==> config.mk <==
export PLATFORM = sky130hd
export DESIGN_NAME = gpio_bank
export DESIGN_NICKNAME = d
export VERILOG_FILES = /design/src/rtl/gpio_bank_pkg.sv /design/src/rtl/gpio_bank_decode.sv /design/src/rtl/gpio_line_regs.sv /design/src/rtl/gpio_pad_drive.sv /design/src/rtl/gpio_bank.sv
export SDC_FILE = /design/constraint.sdc
export NUM_CORES = 2
export LEC_CHECK = 0
export BUFFER_PORTS_ARGS = -buffer_cell sky130_fd_sc_hd__clkbuf_2
export CAP_MARGIN = 20
export CORE_MARGIN = 2
export CORE_UTILIZATION = 50
export DETAILED_ROUTE_END_ITERATION = 10
export GPL_ROUTABILITY_DRIVEN = 0
export PLACE_DENSITY = 0.67
export SYNTH_ARGS = -nofsm -noshare
export SYNTH_HDL_FRONTEND = slang
export SYNTH_HIERARCHICAL = 1
export SYNTH_SLANG_ARGS = --single-unit
==> constraint.sdc <==
create_clock -name clk -period 2.2 [get_ports clk]
set_clock_uncertainty 0.15 [all_clocks]
set_input_delay 0.44 -clock clk [delete_from_list [all_inputs] [get_ports clk]]
set_output_delay 0.44 -clock clk [all_outputs]
set_load 0.05 [all_outputs]
==> src/rtl/gpio_bank_pkg.sv <==
package gpio_bank_pkg;
    localparam int BANK_BITS   = 64;
    localparam int BANK_STRIDE = 'h1400;
    localparam int OFF_RX      = 'h0;
    localparam int OFF_SET     = 'h8;
    localparam int OFF_CLR     = 'h10;
    localparam int OFF_CONST   = 'h90;
    localparam int OFF_CFG     = 'h400;
    localparam int CFG_OE      = 0;
    localparam int CFG_INV     = 1;
    localparam int CFG_OD      = 12;
    localparam int CFG_SEL_LO  = 16;
    localparam int SEL_W       = 10;

    typedef struct packed {
        logic [SEL_W-1:0] sel;
        logic             od;
        logic             inv;
        logic             oe;
    } line_cfg_t;

    typedef enum logic [2:0] {
        ACC_NONE, ACC_RX, ACC_SET, ACC_CLR, ACC_CONST, ACC_CFG
    } acc_kind_t;

    typedef enum logic {
        ST_IDLE, ST_RESP
    } bus_state_t;
endpackage

==> src/rtl/gpio_bank_decode.sv <==
module gpio_bank_decode
    import gpio_bank_pkg::*;
#(
    parameter int NUM_LINES = 128,
    parameter int ADDR_W    = 16,
    localparam int NBANK    = (NUM_LINES + BANK_BITS - 1) / BANK_BITS,
    localparam int BW       = (NBANK > 1) ? $clog2(NBANK) : 1,
    localparam int LW       = (NUM_LINES > 1) ? $clog2(NUM_LINES) : 1
) (
    input  logic [ADDR_W-1:0] addr,
    output acc_kind_t         kind,
    output logic [BW-1:0]     bank,
    output logic [LW-1:0]     line
);
    logic [31:0] a32;
    assign a32 = {{(32-ADDR_W){1'b0}}, addr};

    always_comb begin
        kind = ACC_NONE;
        bank = '0;
        line = '0;
        for (int b = 0; b < NBANK; b++) begin
            if (a32 == 32'(b * BANK_STRIDE + OFF_RX)) begin
                kind = ACC_RX;
                bank = BW'(b);
            end
            if (a32 == 32'(b * BANK_STRIDE + OFF_SET)) begin
                kind = ACC_SET;
                bank = BW'(b);
            end
            if (a32 == 32'(b * BANK_STRIDE + OFF_CLR)) begin
                kind = ACC_CLR;
                bank = BW'(b);
            end
        end
        if (a32 == 32'(OFF_CONST)) begin
            kind = ACC_CONST;
        end
        if (a32 >= 32'(OFF_CFG) && a32 < 32'(OFF_CFG + 8 * NUM_LINES)
            && a32[2:0] == 3'b000) begin
            kind = ACC_CFG;
            line = LW'((a32 - 32'(OFF_CFG)) >> 3);
        end
    end
endmodule

==> src/rtl/gpio_line_regs.sv <==
module gpio_line_regs
    import gpio_bank_pkg::*;
#(
    parameter int NUM_LINES = 128,
    localparam int NBANK    = (NUM_LINES + BANK_BITS - 1) / BANK_BITS,
    localparam int BW       = (NBANK > 1) ? $clog2(NBANK) : 1,
    localparam int LW       = (NUM_LINES > 1) ? $clog2(NUM_LINES) : 1
) (
    input  logic                             clk,
    input  logic                             rst_n,
    input  logic                             wr_en,
    input  acc_kind_t                        kind,
    input  logic [BW-1:0]                    bank,
    input  logic [LW-1:0]                    line,
    input  logic [63:0]                      wdata,
    output line_cfg_t [NUM_LINES-1:0]        cfg,
    output logic [NUM_LINES-1:0]             latch
);
    for (genvar i = 0; i < NUM_LINES; i++) begin : g_line
        localparam int BK = i / BANK_BITS;
        localparam int BT = i % BANK_BITS;
        line_cfg_t cfg_q;
        logic      lat_q;
        logic      bank_hit;
        logic      owned;

        assign bank_hit = (bank == BW'(BK));
        assign owned    = (cfg_q.sel == '0);

        always_ff @(posedge clk or negedge rst_n) begin
            if (!rst_n) begin
                cfg_q <= '0;
                lat_q <= 1'b0;
            end else if (wr_en) begin
                if (kind == ACC_CFG && line == LW'(i)) begin
                    cfg_q.sel <= wdata[CFG_SEL_LO +: SEL_W];
                    cfg_q.od  <= wdata[CFG_OD];
                    cfg_q.inv <= wdata[CFG_INV];
                    cfg_q.oe  <= wdata[CFG_OE];
                end
                if (kind == ACC_SET && bank_hit && owned && wdata[BT]) begin
                    lat_q <= 1'b1;
                end
                if (kind == ACC_CLR && bank_hit && owned && wdata[BT]) begin
                    lat_q <= 1'b0;
                end
            end
        end

        assign cfg[i]   = cfg_q;
        assign latch[i] = lat_q;
    end
endmodule

==> src/rtl/gpio_pad_drive.sv <==
module gpio_pad_drive
    import gpio_bank_pkg::*;
#(
    parameter int NUM_LINES = 128
) (
    input  line_cfg_t [NUM_LINES-1:0] cfg,
    input  logic [NUM_LINES-1:0]      latch,
    input  logic [NUM_LINES-1:0]      pad_in,
    output logic [NUM_LINES-1:0]      pad_out,
    output logic [NUM_LINES-1:0]      pad_oe,
    output logic [NUM_LINES-1:0]      rx
);
    for (genvar i = 0; i < NUM_LINES; i++) begin : g_pad
        logic drive;
        logic owned;
        assign drive      = latch[i] ^ cfg[i].inv;
        assign owned      = (cfg[i].sel == '0);
        assign pad_oe[i]  = owned & cfg[i].oe & (cfg[i].od ? ~drive : 1'b1);
        assign pad_out[i] = owned & ~cfg[i].od & drive;
        assign rx[i]      = pad_in[i] ^ cfg[i].inv;
    end
endmodule

==> src/rtl/gpio_bank.sv <==
module gpio_bank
    import gpio_bank_pkg::*;
#(
    parameter int         NUM_LINES = 128,
    parameter int         ADDR_W    = 16,
    parameter logic [7:0] VEC_BASE  = 8'h30,
    localparam int NBANK            = (NUM_LINES + BANK_BITS - 1) / BANK_BITS,
    localparam int BW               = (NBANK > 1) ? $clog2(NBANK) : 1,
    localparam int LW               = (NUM_LINES > 1) ? $clog2(NUM_LINES) : 1
) (
    input  logic                 clk,
    input  logic                 rst_n,
    input  logic                 bus_req,
    input  logic                 bus_we,
    input  logic [ADDR_W-1:0]    bus_addr,
    input  logic [63:0]          bus_wdata,
    output logic [63:0]          bus_rdata,
    output logic                 bus_rvalid,
    input  logic [NUM_LINES-1:0] pad_in,
    output logic [NUM_LINES-1:0] pad_out,
    output logic [NUM_LINES-1:0] pad_oe
);
    acc_kind_t                 dec_kind;
    logic [BW-1:0]             dec_bank;
    logic [LW-1:0]             dec_line;
    line_cfg_t [NUM_LINES-1:0] line_cfg;
    logic [NUM_LINES-1:0]      line_latch;
    logic [NUM_LINES-1:0]      line_rx;
    logic                      rd_en;
    logic                      wr_en;
    logic [63:0]               rd_val;
    logic [63:0]               rdata_q;
    bus_state_t                state_q, state_d;

    assign rd_en = bus_req & ~bus_we;
    assign wr_en = bus_req & bus_we;

    gpio_bank_decode #(.NUM_LINES(NUM_LINES), .ADDR_W(ADDR_W)) u_dec (
        .addr (bus_addr),
        .kind (dec_kind),
        .bank (dec_bank),
        .line (dec_line)
    );

    gpio_line_regs #(.NUM_LINES(NUM_LINES)) u_regs (
        .clk   (clk),
        .rst_n (rst_n),
        .wr_en (wr_en),
        .kind  (dec_kind),
        .bank  (dec_bank),
        .line  (dec_line),
        .wdata (bus_wdata),
        .cfg   (line_cfg),
        .latch (line_latch)
    );

    gpio_pad_drive #(.NUM_LINES(NUM_LINES)) u_pad (
        .cfg     (line_cfg),
        .latch   (line_latch),
        .pad_in  (pad_in),
        .pad_out (pad_out),
        .pad_oe  (pad_oe),
        .rx      (line_rx)
    );

    // Read data selection
    always_comb begin
        rd_val = '0;
        unique case (dec_kind)
            ACC_RX: begin
                for (int j = 0; j < BANK_BITS; j++) begin
                    if (int'(dec_bank) * BANK_BITS + j < NUM_LINES) begin
                        rd_val[j] = line_rx[int'(dec_bank) * BANK_BITS + j];
                    end
                end
            end
            ACC_SET: begin
                for (int j = 0; j < BANK_BITS; j++) begin
                    if (int'(dec_bank) * BANK_BITS + j < NUM_LINES) begin
                        rd_val[j] = line_latch[int'(dec_bank) * BANK_BITS + j];
                    end
                end
            end
            ACC_CFG: begin
                rd_val[CFG_OE]                 = line_cfg[dec_line].oe;
                rd_val[CFG_INV]                = line_cfg[dec_line].inv;
                rd_val[CFG_OD]                 = line_cfg[dec_line].od;
                rd_val[CFG_SEL_LO +: SEL_W]    = line_cfg[dec_line].sel;
            end
            ACC_CONST: begin
                rd_val[7:0]  = 8'(NUM_LINES);
                rd_val[15:8] = VEC_BASE;
            end
            default: rd_val = '0;
        endcase
    end

    // State register
    always_ff @(posedge clk or negedge rst_n) begin
        if (!rst_n) begin
            state_q <= ST_IDLE;
        end else begin
            state_q <= state_d;
        end
    end

    // Next state
    always_comb begin
        state_d = state_q;
        unique case (state_q)
            ST_IDLE: if (rd_en) state_d = ST_RESP;
            ST_RESP: state_d = rd_en ? ST_RESP : ST_IDLE;
            default: state_d = ST_IDLE;
        endcase
    end

    // Read data register
    always_ff @(posedge clk or negedge rst_n) begin
        if (!rst_n) begin
            rdata_q <= '0;
        end else if (rd_en) begin
            rdata_q <= rd_val;
        end
    end

    // Outputs
    always_comb begin
        bus_rvalid = (state_q == ST_RESP);
        bus_rdata  = rdata_q;
    end
endmodule

==> results.toml <==
[status]
status = "complete, but fails checks"
violations = "negative hold slack, negative setup slack"

[floorplan]
ios = 533
dieWidth_um = 450.5
dieHeight_um = 450.5
core-area_sq_um = 197800
rows = 163
die_area_sq_um = 203000
initial_utilization_pct = 50.39

[setup_path]
crit_slowest_cell = "mux4_2"
ff2ff_setup_slack_ps = -680
worstPathMaxFanout = 7
worstPathRequired_ps = 2830
critPathLaunchType = "input port"
r2r_cells = 6
crit_type = "input port to register"
arrival_ps = 4030
crit_chain = "buf_6 > nor4_4 > and4b_2 > and2_4 > buf_12 > buf_12 > buf_6 > mux4_2 > mux2i_1 > o22ai_2 > a2111oi_2 > nand4_1 > a221o_1"
cpPeakStageDelay_ps = 680
rr_endpoint = "bus_rdata[0]"
end_kind = "register"
rr_startpoint = "u_regs/cfg[1391]"

[clock_network]
clockBufferDepth = 3
clock_sinks = 1857
cts_tree = "done"
clk_pin_slew_ps = 60
cts_buffers = 200
clock_latency_ps = 910
root_buffer = "clkbuf_16"
h-tree-depth = 4

[final_layout]
ff_latch_area_sq_um = 46530
most-common-layout-cells = "buf_4, dfrtp_1, mux2_2"
fill_cells = 11750
multi_input_area_sq_um = 57680
final_nets = 10400
postLayoutCellArea_sq_um = 145100
area_growth_pct = 45.53
layout_commonest_cell = "buf_4"
instances_no_fill = 13020
final_layout_size_suffix_gt1_share_pct = 60.48

[sta]
maxSlewHeadroom_pct = 37.23
period_needed_ps = 3390
worst_slew_pin_slew_ps = 939.3
layout_setup_ws_ps = -1190
hold_viol = 2
fmax_ghz = 0.2950
setup-tns-final_ps = -1209490
rsz0062_at_grt = "true"
maxSlewViolCount = 0
whs_ps = -15.65
period_share_pct = 154.1
setup_viol_count_final = 2128

[drt]
drt-total-wl_um = 449700
firstDrtPassIters = 9
wl_per_cell_um = 34.53
viasPerCell = 6.756
drcViolationCount = 0
detail-route-antenna-nets = 0
dr_total_vias = 87980
drtIter0Drc = 10540

[run]
maxCapViolCount = 0

[synth]
yosys_warnings = 6
synth_nets = 7897
async_flop_share_pct = 100.0
synth_top_area_cell = "dfrtp_1"
ys_types = 77
synth_edf_count = 0
synth_top_area_share_pct = 46.62
syn_avg_cell_area_sq_um = 12.97
yosysSeqAreaShare_pct = 46.62
synthTopCellsByArea = "dfrtp_1, mux2_2, mux4_2"
synthFlopType = "dfrtp_1"
syn_area_sq_um = 99680
ys_ff_latch = 1857
synthCells = 7685

[grt]
antenna_found_initial = 57
grt.overflow.total = 0
grtUsageTotal_pct = 41.79
grt_start_max_net_pins = 96
grt_pass1_wl_um = 618800
grt_pass1_vias = 87630

[power_and_ir_drop]
peakVddDrop_uv = 641.3
p_leak_nw = 69.67
comb_power_share_pct = 5.1
sw_frac_of_total_pct = 24.51
p_seq_share_pct = 46.7
p_int_w = 0.05547
pwr-share-clk_pct = 48.2
switchingPower_w = 0.01801
power_density_nw_per_um2 = 506.5

[placement]
placed_cell_area_sq_um = 124200
place_inst = 11930
pre_cts_ws_ps = -2330
io_buffers = 532
dp_hpwl_um = 305300

[hold_path]
hp-class = "input port to register"
min_to = "bus_rdata[56]"
min_from = "pad_in[120]"
holdPathStages = 5
flip-flops by register name, indices dropped and copies added, names as in the netlist:
| name | count |
|---|---|
| bus_rdata | 64 |
| u_regs/cfg | 1664 |
| u_regs/g_line.lat_q | 128 |
| bus_rvalid | 1 |
critical path: cells and delay by family:
kind	cells	cell delay, ps
simple gates	4	1220
compound gates	3	870
mux	2	970
buf+inv	4	520
per-stage QoR:
step	util [%]	hold WS [ps]	total power (W)
global route	73.29	16.28	0.07490
CTS	70.89	2.312	0.07314
finish	73.33	-15.65	0.07348
detailed placement	62.79	330.7	0.03832
global placement	62.79	327.1	0.03827
floorplan	-	-5.591	0.03608
repair_timing:
action / CTS / global route
endpoints found under the hold margin: 1914 / 0
pin swaps: 370 / 307
endpoints found under the setup margin: 2128 / 2128
buffers inserted: 310 / 230
cloned: 20 / 9
gates resized for setup: 912 / 545
hold buffers: 135 / 0
synth_stat cells (8+ instances only):
cell type,n
nand2b_1,123
nand2_1,358
a21oi_1,44
nor2b_1,12
o21a_1,52
nand3_2,18
inv_1,135
mux2_1,29
mux4_2,383
buf_1,19
a22oi_1,71
a221o_1,10
nand4_1,155
a41oi_1,11
and4b_1,10
a2111oi_1,10
mux2i_1,346
o22ai_1,24
nor2_1,159
and2_1,15
nor4b_1,62
nor3_2,8
buf_6,33
dfrtp_1,1857
a211oi_1,25
nor4_1,460
mux2_2,1639
nor3_1,196
nand4_4,27
buf_2,156
clkbuf_1,298
nor3b_1,66
buf_4,208
xor2_1,253
nand3_1,33
o221ai_1,77
a2111oi_0,120
nor4_4,51
or4_1,8
a22o_1,25
power groups by stage:
stage | Clock (W) | Combinational, W | Sequential [W]
6_report | 0.0354 | 0.00373 | 0.0343
5_1_grt | 0.0367 | 0.00385 | 0.0343
4_1_cts | 0.0352 | 0.00357 | 0.0343
3_5_place_dp | 0 | 0.00336 | 0.0350
3_3_place_gp | 0 | 0.00332 | 0.0350
2_1_floorplan | 0 | 0.000741 | 0.0353
layer usage:
layer | track usage [%] | routed length [um]
met2 | 62.01 | 194000
met3 | 12.60 | 54450
met4 | 35.52 | 49770
met5 | 0 | 581
met1 | 49.79 | 150900
worst max-delay path by stage:
| stage | startpoint | end | slack (ps) | cells past startpoint |
|---|---|---|---|---|
| final | bus_addr[0] | bus_rdata[20] | -1190 | 13 |
| after global routing | bus_addr[0] | bus_rdata[20] | -1100 | 13 |
| after CTS | u_regs/cfg[1031] | pad_out[79] | -1020 | 4 |
| after detailed placement | bus_addr[13] | bus_rdata[25] | -2330 | 15 |
| after global placement | bus_addr[13] | bus_rdata[25] | -2310 | 14 |
| after floorplan | bus_addr[13] | bus_rdata[21] | -1110 | 12 |
final cells by class:
cell class              count  share of cell area (%)
inverters                 136                  0.3536
clock inverters            62                  0.5546
flip-flops and latches   1857                   32.08
clock buffers             301                   4.114
well taps                2640                   2.277
multi-input cells        4978                   39.76
diodes                     34                 0.05865
repair buffers           3014                   20.80
cells by family (layout without fill, tap and decap cells):
family	Yosys count	after routing	share of synthesized area [%]
flip-flops	1857	1857	46.62
other	0	34	0
AND/OR/NAND/NOR	1828	1829	11.76
multiplexers	2397	2397	30.97
XOR/XNOR	258	258	2.267
AO/OA/AOI/OAI	494	494	3.938
buffers and inverters	851	3513	4.443
Power figures use the tool's default switching activity.
